## config.mk

```make
export PLATFORM = sky130hd
export DESIGN_NAME = rx_mute_ctrl
export DESIGN_NICKNAME = d
export VERILOG_FILES = /design/src/rtl/rx_mute_ctrl.sv
export SDC_FILE = /design/constraint.sdc
export NUM_CORES = 1
export LEC_CHECK = 0
export BUFFER_PORTS_ARGS = -buffer_cell sky130_fd_sc_hd__buf_2
export CORE_UTILIZATION = 45
export CTS_BUF_LIST = sky130_fd_sc_hd__clkbuf_16
export DETAILED_ROUTE_END_ITERATION = 16
export GPL_TIMING_DRIVEN = 0
export HOLD_SLACK_MARGIN = 0.12
export PLACE_DENSITY = 0.81
export SYNTH_ARGS = -nofsm -noshare
export SYNTH_HDL_FRONTEND = slang
export SYNTH_SLANG_ARGS = --single-unit
```

## constraint.sdc

```tcl
create_clock -name clk -period 3.54 [get_ports clk]
set_input_delay 0.177 -clock clk [delete_from_list [all_inputs] [get_ports clk]]
set_output_delay 0.177 -clock clk [all_outputs]
set_load 0.05 [all_outputs]
```

## src/rtl/rx_mute_ctrl.sv

```systemverilog
module rx_mute_ctrl #(
  parameter int DATA_W = 9,
  parameter int ADDR_W = 4
) (
  input  logic              clk,
  input  logic              rst_n,
  input  logic              wake_sel,
  input  logic [ADDR_W-1:0] node_addr,
  input  logic [DATA_W-1:0] rx_word,
  input  logic              rx_valid,
  input  logic              idle_det,
  input  logic              mute_set,
  input  logic              mute_clr,
  input  logic              rd_ack,
  output logic              mute,
  output logic              rxne,
  output logic [DATA_W-1:0] rx_data,
  output logic              wake_pulse
);

  localparam int MARK_BIT = DATA_W - 1;

  logic seen_byte;
  logic is_mark, addr_hit;
  logic wake_idle, wake_addr, hw_wake, hw_remute;
  logic sw_open, sw_set_ok, deliver;
  logic mute_nx;

  assign is_mark   = rx_valid & rx_word[MARK_BIT];
  assign addr_hit  = rx_word[ADDR_W-1:0] == node_addr;

  assign wake_idle = mute & ~wake_sel & idle_det;
  assign wake_addr = mute & wake_sel & is_mark & addr_hit;
  assign hw_wake   = wake_idle | wake_addr;
  assign hw_remute = ~mute & wake_sel & is_mark & ~addr_hit;

  assign sw_open   = ~(wake_sel & rxne);
  assign sw_set_ok = sw_open & mute_set & (wake_sel | seen_byte);

  assign deliver   = rx_valid & ((~mute & ~hw_remute) | wake_addr);

  always_comb begin
    mute_nx = mute;
    if (hw_wake)                    mute_nx = 1'b0;
    else if (hw_remute)             mute_nx = 1'b1;
    else if (sw_set_ok)             mute_nx = 1'b1;
    else if (sw_open && mute_clr)   mute_nx = 1'b0;
  end

  always_ff @(posedge clk) begin
    if (!rst_n) begin
      mute       <= 1'b0;
      rxne       <= 1'b0;
      rx_data    <= '0;
      wake_pulse <= 1'b0;
      seen_byte  <= 1'b0;
    end else begin
      mute       <= mute_nx;
      wake_pulse <= hw_wake;
      if (deliver) begin
        rxne      <= 1'b1;
        rx_data   <= rx_word;
        seen_byte <= 1'b1;
      end else if (rd_ack) begin
        rxne <= 1'b0;
      end
    end
  end

  assert_rxne_source_R2: assert property (@(posedge clk) disable iff (!rst_n)
    $rose(rxne) |-> $past(rx_valid));

  assert_idle_mute_holds_data_R3: assert property (@(posedge clk) disable iff (!rst_n)
    (mute && !wake_sel) |=> $stable(rx_data));

  assert_wake_leaves_mute_R4: assert property (@(posedge clk) disable iff (!rst_n)
    wake_pulse |-> (!mute && $past(mute)));

  assert_mismatch_remutes_R6: assert property (@(posedge clk) disable iff (!rst_n)
    (!mute && wake_sel && rx_valid && rx_word[MARK_BIT] && rx_word[ADDR_W-1:0] != node_addr)
      |=> (mute && !$rose(rxne)));

  assert_write_blocked_R8: assert property (@(posedge clk) disable iff (!rst_n)
    (wake_sel && rxne && !rx_valid) |=> $stable(mute));

  assert_no_early_idle_mute_R9: assert property (@(posedge clk) disable iff (!rst_n)
    (!wake_sel && !seen_byte && !mute) |=> !mute);

endmodule

```

# Yosys cells after proc, flatten, opt, wreduce, memory -nomap -nowiden
# Cells that the tools add are included.
[word_totals]
register_bits = 13
input_bits = 21
[classes]
bitwise = 23
eq_ne = 1
n_reduce_logical = 4
muxes = 5
[ops]
columns = ["cell", "n"]
rows = [
  ["1-bit bitwise AND", 14],
  ["1-bit NOT", 6],
  ["1-bit two-way mux", 5],
  ["4-bit == test", 1],
  ["1-bit OR", 3],
  ["3-bit nonzero test", 1],
  ["2-bit nonzero test", 1],
  ["2-bit OR reduction", 1],
  ["1-bit logical AND", 1],
]

# Depth between registers and ports, before layout
# Gate-level depths: netlist (run 1).
[depth]
ltp_word = 9
ltp_mapped = 5
ltp_nobuf = 4

# Least setup slack after synthesis (run 1)
# No wires, ideal clock.
[synth_timing]
path_kind = "reg-to-reg"
start = "register mute"
end = "register rxne"
path_stages_with_launch = 6
setup_slack_ns = 2.007
path_buffers = 1
setup_time_ns = 0.115
t_required_ns = 3.425
arrival_ns = 1.419
cell_sequence = "dfxtp_1 -> nand2b_1 -> nor2_1 -> a31o_2 -> buf_8 -> o21a_1"
[synth_via]
elab_chain_cells = 9
elab_cells_between_ends = 13
classes_between = "mux (1); bitwise (11); reduce/logical (1)"
[synth_lines]
columns = ["item", "line", "text"]
rows = [
  ["start, declared", "15", "output logic mute,"],
  ["start signal, assigned", "58", "mute <= mute_nx;"],
  ["1-bit NOT", "35, 40", ""],
  ["1-bit bitwise AND (3 in series)", "35", "assign hw_remute = ~mute & wake_sel & is_mark & ~addr_hit;"],
  ["1-bit NOT", "40", "assign deliver = rx_valid & ((~mute & ~hw_remute) | wake_addr);"],
  ["1-bit bitwise AND", "40", ""],
  ["1-bit OR *", "40", ""],
  ["1-bit bitwise AND *", "40", ""],
  ["1-bit two-way mux or 2-bit nonzero test (tied branches)", "-", ""],
  ["end signal, assigned", "53", "rxne <= 1'b0;"],
  ["end signal, assigned", "61", "rxne <= 1'b1;"],
  ["end signal, assigned", "65", "rxne <= 1'b0;"],
  ["end, declared", "16", "output logic rxne,"],
]
# Every way passes the cells marked *; elsewhere a longest branch is shown, timed or not.
# A chain may end at the register's enable or synchronous reset.

# Final worst setup path (run 1)
[layout_timing]
start = "input port rx_word[1]"
end = "register rx_data[2]"
[layout_via]
elab_chain_cells = 7
elab_cells_between_ends = 8
classes_between = "eq/ne (1); bitwise (7)"
[layout_lines]
columns = ["item", "line", "text"]
rows = [
  ["start, declared", "9", "input logic [DATA_W-1:0] rx_word,"],
  ["4-bit == test *", "30", "assign addr_hit = rx_word[ADDR_W-1:0] == node_addr;"],
  ["1-bit NOT", "35", ""],
  ["1-bit bitwise AND", "35", ""],
  ["1-bit NOT", "40", ""],
  ["1-bit bitwise AND", "40", ""],
  ["1-bit OR *", "40", ""],
  ["1-bit bitwise AND *", "40", ""],
  ["end signal, assigned", "62", "rx_data <= rx_word;"],
  ["end, declared", "17", "output logic [DATA_W-1:0] rx_data,"],
]
# Marks and branches as above.

==> impl_metrics.csv, run 1 <==
group,metric,value,unit
routing,viasPerCell,4.915,
clocking,holdBufCountCts,0,
global_routing,grt_pass1_vias,554,
clocking,cts-buffers-inserted,3,
clocking,clk_latency,240,ps
synthesis,syn_area,608.1,sq um
synthesis,ys_top_cells_by_area,"dfxtp_1 (43%), mux2i_1 (13%), nand2_1 (12%)",
critical_path,rr_endpoint,"rxne",
sta,slew_violations,0,
critical_path,r2r_start,"mute",
critical_path,startpoint,"rx_word[1]",
clocking,cts_resized,0,
synthesis,synth_compound_area_frac,0.1358,
hold_path,worstHoldPathType,"in -> reg",
synthesis,yosysTopAreaCell,"dfxtp_1",
floorplanning,die_area,1502,sq um
clocking,cts_num_sinks,13,
sta,fmax,776.7,MHz
cells_and_area,area_growth,42.39,%
synthesis,yosysSeqAreaShare,0.4280,
cells_and_area,antenna_cells,0,
global_routing,grt_first_pass_wirelength,2242,microns
critical_path,cp-start-kind,"primary input",
synthesis,synth_xor_area_frac,0.05761,
synthesis,yosysWarnings,0,
floorplanning,design.core.area,1186,sq um
synthesis,synth-main-ff-cell,"dfxtp_1",
critical_path,cp_max_fo,10,
synthesis,yosysMostFrequentCell,"nand2_1",
global_routing,grt_busiest_layer,"met2",
clocking,cts_buffer_depth,2,
sta,maxSlewHeadroom,0.7200,
critical_path,reg2regPathDepth,5,
placed_design,hpwlAfterDp,976.6,microns
synthesis,syn_inst,67,
synthesis,synth_common_cells,"nand2_1 (19), dfxtp_1 (13), mux2i_1 (8)",
critical_path,critPathCaptureType,"flip-flop",
synthesis,synth_edf_count,0,
global_routing,use_met3,0.05202,
sta,setup_viol,0,
power,cellPowerDensity,556.3,nW/um^2
sta,tns,0,ps
sta,skew,4.657,ps
synthesis,netlist.area_leader.share,0.4280,
critical_path,criticalPathCategory,"in -> reg",
critical_path,critPathArrivalTime,1450,ps
power,finalPower,0.0004817,W
synthesis,synthesis.nets,88,
sta,fin_crit,1287,ps
power,p_leak,0.4188,nW
sta,worst_pin_slew,420.0,ps
routing,ant_nets,0,
global_routing,grt_usage,0.2331,
floorplanning,die_y,38.76,microns
synthesis,synth_mux_area_frac,0.1317,
global_routing,use_met2,0.4292,
routing,first_pass_iters,4,
clocking,cts_tree,"built",
floorplanning,pin_count,33,
floorplanning,row_count,12,
clocking,clkSlewWorstSetupHoldPaths,50,ps
sta,holdWs,179.2,ps
routing,drt_iter0_markers,5,
sta,min_period_over_period,0.3637,
global_routing,met1_usage,0.2473,
clocking,post_cts_buffers,0,
synthesis,avgSynthCellArea,9.076,sq um
global_routing,antenna_found_initial,0,
synthesis,ys_ff_latch,13,
synthesis,synth_top_family_by_area,"simple AND/OR/NAND/NOR gates",
flow_run,maxCapViolations,0,
synthesis,ys_types,21,
cells_and_area,fin_nets,125,
routing,wire_per_inst,12.08,microns
outcome,status,"finished clean",
clocking,root_buffer,"clkbuf_16",
synthesis,synth-simple-area-share,0.2099,
floorplanning,die-width,38.76,microns
critical_path,crit_required,3700,ps
cells_and_area,drive_gt1_frac,0.3883,
sta,rsz0062_at_grt,"false",
synthesis,async_reset_ff_frac,0,
critical_path,rrSetupSlack,2260,ps
routing,drc,0,
placed_design,gp_congestion,0.6707,
placed_design,io_buffers,32,
routing,routed_wl,1413,microns
sta,hold_viol,0,
synthesis,synth-adder-area-share,0,
routing,via_count,575,
critical_path,crit_end,"rx_data[2]",
global_routing,grt_max_degree,11,
clocking,htree_levels,1,
global_routing,overflow,0,
power,ir_drop,0.0003455,V
floorplanning,start_util,0.5127,
metal layers:
layer / part of all wire / wire length, microns
met3: 0.055 / 78
met2: 0.51 / 714
met5: 0 / 0
met4: 0.0099 / 14
met1: 0.43 / 605
cells by family (layout without fill, tap and decap cells):
family | count (synthesis) | count (layout)
multiplexers | 8 | 8
AND/OR/NAND/NOR | 28 | 28
buffers and inverters | 3 | 39
AO/OA/AOI/OAI | 11 | 11
flip-flops | 13 | 13
XOR/XNOR | 4 | 4
flip-flops by register name, indices dropped and copies added, names as in the netlist:
| name | flops |
|---|---|
| wake_pulse | 1 |
| mute | 1 |
| rx_data | 9 |
| rxne | 1 |
| seen_byte | 1 |
power by group:
group / switching [W] / total (W) / internal (W) / leakage (nW)
registers: 0.00000640 / 0.000165 / 0.000159 / 0.107
logic: 0.0000686 / 0.000106 / 0.0000371 / 0.271
clock network: 0.0000609 / 0.000211 / 0.000150 / 0.0409
total: 0.000136 / 0.000482 / 0.000346 / 0.419
stage by stage:
stage	setup WS, ps	instance area [sq um]	util	cells
CTS	2247	865.8	0.7300	117
detailed placement	2059	785.8	0.6624	113
floorplan	2007	608.1	-	67
global route	2178	865.8	0.7300	117
global placement	2122	785.8	0.6624	113
finish	2253	865.8	0.7300	117
area by class of cell:
cell class | instances | area (sq um)
Tap cell | 14 | 17.52
Timing Repair Buffer | 32 | 160.2
Fill cell | 96 | 320.3
Clock inverter | 1 | 5.005
Multi-Input combinational cell | 51 | 325.3
Buffer | 3 | 22.52
Clock buffer | 3 | 75.07
Sequential cell | 13 | 260.3
how the worst min path moves through the flow:
stage          depth (start not counted)       start    endpoint  slack (ps)
6_report                               3  rx_word[5]  rx_data[5]         180
5_1_grt                                3  rx_word[4]  rx_data[4]         190
4_1_cts                                3  rx_word[5]  rx_data[5]         180
3_5_place_dp                           3  rx_word[5]  rx_data[5]         440
3_3_place_gp                           3  rx_word[4]  rx_data[4]         430
2_1_floorplan                          2  rx_word[4]  rx_data[4]         320
layout by cell type (no fill, tap or decap), types with 2 or more instances in the layout:
cell type  netlist  layout
buf_2            0      32
nand2_1         19      19
dfxtp_1         13      13
mux2i_1          8       8
xor2_1           4       4
clkbuf_16        0       3
nand2b_1         2       2
nor2_1           2       2
nor2b_1          2       2
clkbuf_1         2       2
o21a_1           2       2
a21boi_0         2       2
critical path, cell delays in order:
cell and delay [ps]:
buf_2 110, xor2_1 160, nor4_2 400, a31o_2 240, buf_8 150, mux2i_1 210
No activity file was read; power rests on OpenSTA's default activity.
==> run 2, diff against run 1 <==
--- a/config.mk
+++ b/config.mk
@@ -6,12 +6,13 @@
 export NUM_CORES = 1
 export LEC_CHECK = 0
 export BUFFER_PORTS_ARGS = -buffer_cell sky130_fd_sc_hd__buf_2
-export CORE_UTILIZATION = 45
+export CORE_ASPECT_RATIO = 1.1
+export CORE_UTILIZATION = 38
 export CTS_BUF_LIST = sky130_fd_sc_hd__clkbuf_16
 export DETAILED_ROUTE_END_ITERATION = 16
 export GPL_TIMING_DRIVEN = 0
 export HOLD_SLACK_MARGIN = 0.12
-export PLACE_DENSITY = 0.81
+export PLACE_DENSITY = 0.73
 export SYNTH_ARGS = -nofsm -noshare
 export SYNTH_HDL_FRONTEND = slang
 export SYNTH_SLANG_ARGS = --single-unit
==> constraint.sdc (replaced) <==
create_clock -name clk -period 1.1 [get_ports clk]
set_input_delay 0.055 -clock clk [delete_from_list [all_inputs] [get_ports clk]]
set_output_delay 0.055 -clock clk [all_outputs]
set_load 0.05 [all_outputs]
==> impl_metrics.csv, run 2 (synthesized netlist as in run 1, its figures left out) <==
group,metric,value,unit
sta,slew_violations,0,
cells_and_area,final_cell_mix,"buf_2 (32), nand2_1 (19), dfxtp_1 (11)",
cells_and_area,layout_commonest_cell,"buf_2",
clocking,cts_buffer_depth,2,
power,cellPowerDensity,1580,nW/um^2
routing,ant_nets,0,
critical_path,r2r_start,"mute",
routing,via_count,631,
critical_path,crit_required,1230,ps
sta,fmax,915.8,MHz
clocking,post_cts_buffers,0,
power,p_leak,0.4682,nW
floorplanning,pin_count,33,
critical_path,cp-start-kind,"flip-flop",
sta,worst_pin_slew,440.6,ps
cells_and_area,finalNonFillerCells,129,
critical_path,critPathCaptureType,"flip-flop",
sta,skew,0.6220,ps
floorplanning,die_area,1764,sq um
cells_and_area,fin_nets,135,
routing,drc,0,
clocking,cts_tree,"built",
critical_path,cp_max_fo,5,
outcome,status,"finished clean",
global_routing,grt_first_pass_wirelength,2270,microns
routing,drt_iter0_markers,10,
global_routing,overflow,0,
sta,min_period_over_period,0.9927,
floorplanning,start_util,0.4233,
floorplanning,die-width,40.14,microns
floorplanning,design.core.area,1436,sq um
sta,setup_viol,0,
placed_design,io_buffers,32,
cells_and_area,largest-register,"rx_data",
clocking,cts-buffers-inserted,3,
routing,wire_per_inst,11.57,microns
floorplanning,die_y,43.96,microns
global_routing,grt_pass1_vias,548,
cells_and_area,antenna_cells,0,
placed_design,hpwlAfterDp,960.5,microns
routing,first_pass_iters,4,
power,finalPower,0.001582,W
sta,tns,0,ps
clocking,root_buffer,"clkbuf_16",
hold_path,hold_path.startpoint,"rd_ack",
placed_design,gp_congestion,0.6601,
routing,viasPerCell,4.891,
routing,routed_wl,1492,microns
sta,rsz0062_at_grt,"true",
critical_path,criticalPathCategory,"reg -> reg",
clocking,cts_num_sinks,13,
global_routing,antenna_found_initial,0,
critical_path,critPathArrivalTime,1220,ps
cells_and_area,drive_gt1_frac,0.3805,
clocking,clk_latency,240,ps
global_routing,grt_usage,0.1869,
clocking,clkSlewWorstSetupHoldPaths,40,ps
sta,fin_crit,1092,ps
flow_run,maxCapViolations,0,
placed_design,dp.cells,115,
clocking,htree_levels,1,
floorplanning,row_count,14,
cells_and_area,area_growth,64.61,%
power,ir_drop,0.0008388,V
sta,hold_viol,0,
sta,maxSlewHeadroom,0.7063,
cells_and_area,largest_reg_flops,9,
hold_path,worstHoldPathType,"in -> reg",
critical_path,startpoint,"mute",
global_routing,grt_max_degree,11,
==> run 2: changes by cell type in the layout (fill, tap and decap cells not counted), sizes merged <==
cell,change
dlygate4sd3,+10
inv,+1
buf,-1
a31o,+1
clkinv,-1
==> run 2: timing repair <==
item                                   in CTS  in global routing
gates cloned                                1                  0
hold buffers                               10                  0
setup endpoints to repair                  10                  7
resized for setup                           3                  1
endpoints found under the hold margin      10                  0
pin swaps                                   1                  0
==> run 2: critical path: stages, from the launching register on <==
cell and delay, ps:
dfxtp_4 360, nand2b_4 140, nor2_4 40, a31o_2 280, o21a_1 170
==> run 2: layer usage <==
metal / vias up / global-route usage / wire, microns
met3: 2 / 0.04615 / 93
met2: 26 / 0.2968 / 704
met4: 0 / 0.06207 / 5
met1: 280 / 0.2404 / 689
li1: 323 / - / -
met5: - / 0 / 0
==> run 2: report_power, final <==
part	switching (W)	leakage, nW	internal, W
Sequential	0.0000213	0.108	0.000512
Clock	0.000188	0.0423	0.000478
Combinational	0.000235	0.318	0.000147
==> run 2: path summary, 6_finish.rpt <==
| kind | slack (ps) | endpoint | depth (start not counted) |
|---|---|---|---|
| max | 8 | rxne | 4 |
| min | 130 | rxne | 3 |
| max reg2reg | 8 | rxne | 4 |
| min reg2reg | 450 | rx_data[3] | 2 |
==> run 2: area by class of cell <==
cell class                      count  area, sq um
Fill cell                         123        435.4
Clock inverter                      1        3.754
Sequential cell                    13        267.8
Tap cell                           16        20.02
Timing Repair Buffer               42        260.3
Buffer                              2        7.507
Multi-Input combinational cell     52        366.6
Clock buffer                        3        75.07
==> run 2: stage by stage <==
step                setup WS (ps)  instance area [sq um]    util  hold slack [ps]
finish                      8.035                   1001  0.6969            132.2
global route               -26.90                   1001  0.6969            148.3
CTS                        0.7728                  996.0  0.6934            135.8
detailed placement         -269.2                  803.3  0.5592            311.6
global placement           -205.3                  803.3  0.5592            303.2
floorplan                  -147.9                  623.1       -            197.2
==> run 3, diff against run 2 <==
--- a/config.mk
+++ b/config.mk
@@ -5,14 +5,15 @@
 export SDC_FILE = /design/constraint.sdc
 export NUM_CORES = 1
 export LEC_CHECK = 0
+export ABC_AREA = 1
 export BUFFER_PORTS_ARGS = -buffer_cell sky130_fd_sc_hd__buf_2
 export CORE_ASPECT_RATIO = 1.1
-export CORE_UTILIZATION = 38
+export CORE_UTILIZATION = 39
 export CTS_BUF_LIST = sky130_fd_sc_hd__clkbuf_16
 export DETAILED_ROUTE_END_ITERATION = 16
 export GPL_TIMING_DRIVEN = 0
 export HOLD_SLACK_MARGIN = 0.12
-export PLACE_DENSITY = 0.73
+export PLACE_DENSITY = 0.72
 export SYNTH_ARGS = -nofsm -noshare
 export SYNTH_HDL_FRONTEND = slang
 export SYNTH_SLANG_ARGS = --single-unit
==> impl_metrics.csv, run 3 <==
group,metric,value,unit
clocking,post_cts_buffers,0,
synthesis,yosysMostFrequentCell,"nand2_1",
synthesis,synthesis.nets,119,
floorplanning,design.core.area,1595,sq um
clocking,htree_levels,1,
power,ir_drop,0.001172,V
synthesis,netlist.area_leader.share,0.3888,
synthesis,synth_common_cells,"nand2_1 (27), nor2_1 (22), dfxtp_1 (13)",
cells_and_area,multi_input_area,354.1,sq um
routing,routed_wl,1613,microns
floorplanning,die-width,41.50,microns
critical_path,critPathCaptureType,"flip-flop",
cells_and_area,layout_commonest_cell,"buf_2",
cells_and_area,finalNonFillerCells,154,
global_routing,antenna_found_initial,0,
synthesis,synth_edf_count,0,
cells_and_area,nFillCells,148,
sta,slew_violations,0,
synthesis,yosysWarnings,0,
clocking,cts_num_sinks,13,
synthesis,yosysTopAreaCell,"dfxtp_1",
power,finalPower,0.001605,W
cells_and_area,largest_reg_flops,9,
sta,fmax,980.7,MHz
floorplanning,row_count,15,
routing,wire_per_inst,10.47,microns
floorplanning,die_y,45.45,microns
critical_path,criticalPathCategory,"reg -> reg",
critical_path,cp_max_fo,7,
routing,first_pass_iters,4,
routing,ant_nets,0,
hold_path,worstHoldEndpoint,"rx_data[4]",
outcome,status,"finished clean",
global_routing,grt_first_pass_wirelength,2442,microns
cells_and_area,largest-register,"rx_data",
cells_and_area,area_growth,45.98,%
cells_and_area,fin_nets,159,
critical_path,rrSetupSlack,80,ps
synthesis,yosysSeqAreaShare,0.3888,
synthesis,avgSynthCellArea,6.831,sq um
cells_and_area,regArea,264.0,sq um
critical_path,reg2regPathDepth,4,
floorplanning,die_area,1886,sq um
placed_design,pre_cts_slack,-167.1,ps
critical_path,r2r_start,"mute",
critical_path,crit_required,1230,ps
clocking,root_buffer,"clkbuf_16",
cells_and_area,final_cell_mix,"buf_2 (30), nand2_1 (27), nor2_1 (22)",
global_routing,overflow,0,
clocking,clkSlewWorstSetupHoldPaths,40,ps
clocking,cts_resized,0,
placed_design,dp.cells,145,
sta,setup_viol,0,
sta,hold_viol,0,
synthesis,ys_types,18,
hold_path,worstHoldPathType,"in -> reg",
critical_path,rr_endpoint,"rx_data[6]",
routing,via_count,698,
global_routing,grt_usage,0.1752,
clocking,clk_latency,240,ps
sta,rsz0062_at_grt,"false",
hold_path,holdPathStages,4,
placed_design,gp_congestion,0.6899,
synthesis,syn_area,669.4,sq um
sta,min_period_over_period,0.9270,
routing,drc,0,
synthesis,async_reset_ff_frac,0,
routing,drt_iter0_markers,16,
floorplanning,pin_count,33,
global_routing,grt_pass1_vias,602,
clocking,cts_buffer_depth,2,
sta,skew,3.632,ps
synthesis,ys_top_cells_by_area,"dfxtp_1 (39%), nand2_1 (15%), nor2_1 (12%)",
placed_design,hpwlAfterDp,1071,microns
flow_run,maxCapViolations,0,
critical_path,critPathArrivalTime,1150,ps
synthesis,synth-main-ff-cell,"dfxtp_1",
sta,fin_crit,1020,ps
cells_and_area,antenna_cells,0,
clocking,cts_tree,"built",
critical_path,cp-start-kind,"flip-flop",
sta,worst_pin_slew,427.7,ps
clocking,cts-buffers-inserted,3,
placed_design,io_buffers,30,
power,p_leak,0.5418,nW
sta,holdWs,125.6,ps
cells_and_area,drive_gt1_frac,0.3431,
sta,fin_ws,80.27,ps
sta,tns,0,ps
hold_path,hold_path.startpoint,"rx_word[4]",
floorplanning,start_util,0.4196,
sta,maxSlewHeadroom,0.7148,
power,cellPowerDensity,1642,nW/um^2
routing,viasPerCell,4.532,
synthesis,ys_ff_latch,13,
synthesis,syn_inst,98,
global_routing,grt_max_degree,11,
run 3: cell count changes in the layout (fill, tap and decap cells not counted), moves of 5 or more:
cell,before,now
dlygate4sd3_1,10,4
nand2_1,19,27
inv_1,1,9
mux2i_1,8,0
nand3b_1,0,5
nor2_1,1,22
run 3: per-stage QoR:
step                cell area, sq um    util
floorplan                      673.1       -
global placement               844.6  0.5294
detailed placement             844.6  0.5294
CTS                            963.4  0.6039
global route                   977.2  0.6125
finish                         977.2  0.6125
run 3: cells by family (layout without fill, tap and decap cells):
logic type             after synthesis  after routing  synth area share
flip-flops                          13             13            0.3888
AND/OR/NAND/NOR                     65             65            0.4393
AO/OA/AOI/OAI                        4              4           0.03552
multiplexers                         1              2           0.03364
buffers and inverters               15             53            0.1028
run 3: repair_timing:
action                     in CTS  in global routing
hold endpoints to repair        3                  0
hold buffers                    4                  0
setup endpoints to repair       0                  9
run 3: worst max path at each step:
stage	start	endpoint	slack, ps	cells after the start
5_1_grt	node_addr[1]	rx_data[5]	3	11
3_5_place_dp	rx_word[2]	rx_data[0]	-170	11
2_1_floorplan	rxne	mute	20	4
4_1_cts	mute	rx_data[0]	1	5
6_report	mute	rx_data[6]	80	4
3_3_place_gp	rx_word[1]	rx_data[7]	-120	11
run 3: area by class of cell:
class	instances	share of cell area
Multi-Input combinational cell	71	0.3624
Clock buffer	3	0.07682
Timing Repair Buffer	34	0.1946
Inverter	13	0.05506
Buffer	2	0.01536
Tap cell	17	0.02177
Clock inverter	1	0.003841
Sequential cell	13	0.2702
run 3: per-layer routing:
| layer | part of all wire | wire (microns) | vias up | track usage |
|---|---|---|---|---|
| met5 | 0 | 0 | - | 0 |
| met3 | 0.058 | 93 | 4 | 0.05952 |
| met1 | 0.43 | 701 | 291 | 0.2132 |
| met2 | 0.49 | 795 | 26 | 0.2844 |
| met4 | 0.014 | 23 | 0 | 0.07742 |
| li1 | - | - | 377 | - |
run 3: worst max-delay path: stages, from the launching register on:
cell and delay, ps:
dfxtp_4 370, mux2i_2 300, nand3b_1 130, nand2_1 80, nor2_1 40
run 3: report_power, final:
part	internal [W]	switching [W]	leakage, nW
registers	0.000515	0.0000267	0.108
clock network	0.000478	0.000189	0.0423
logic	0.000128	0.000268	0.391
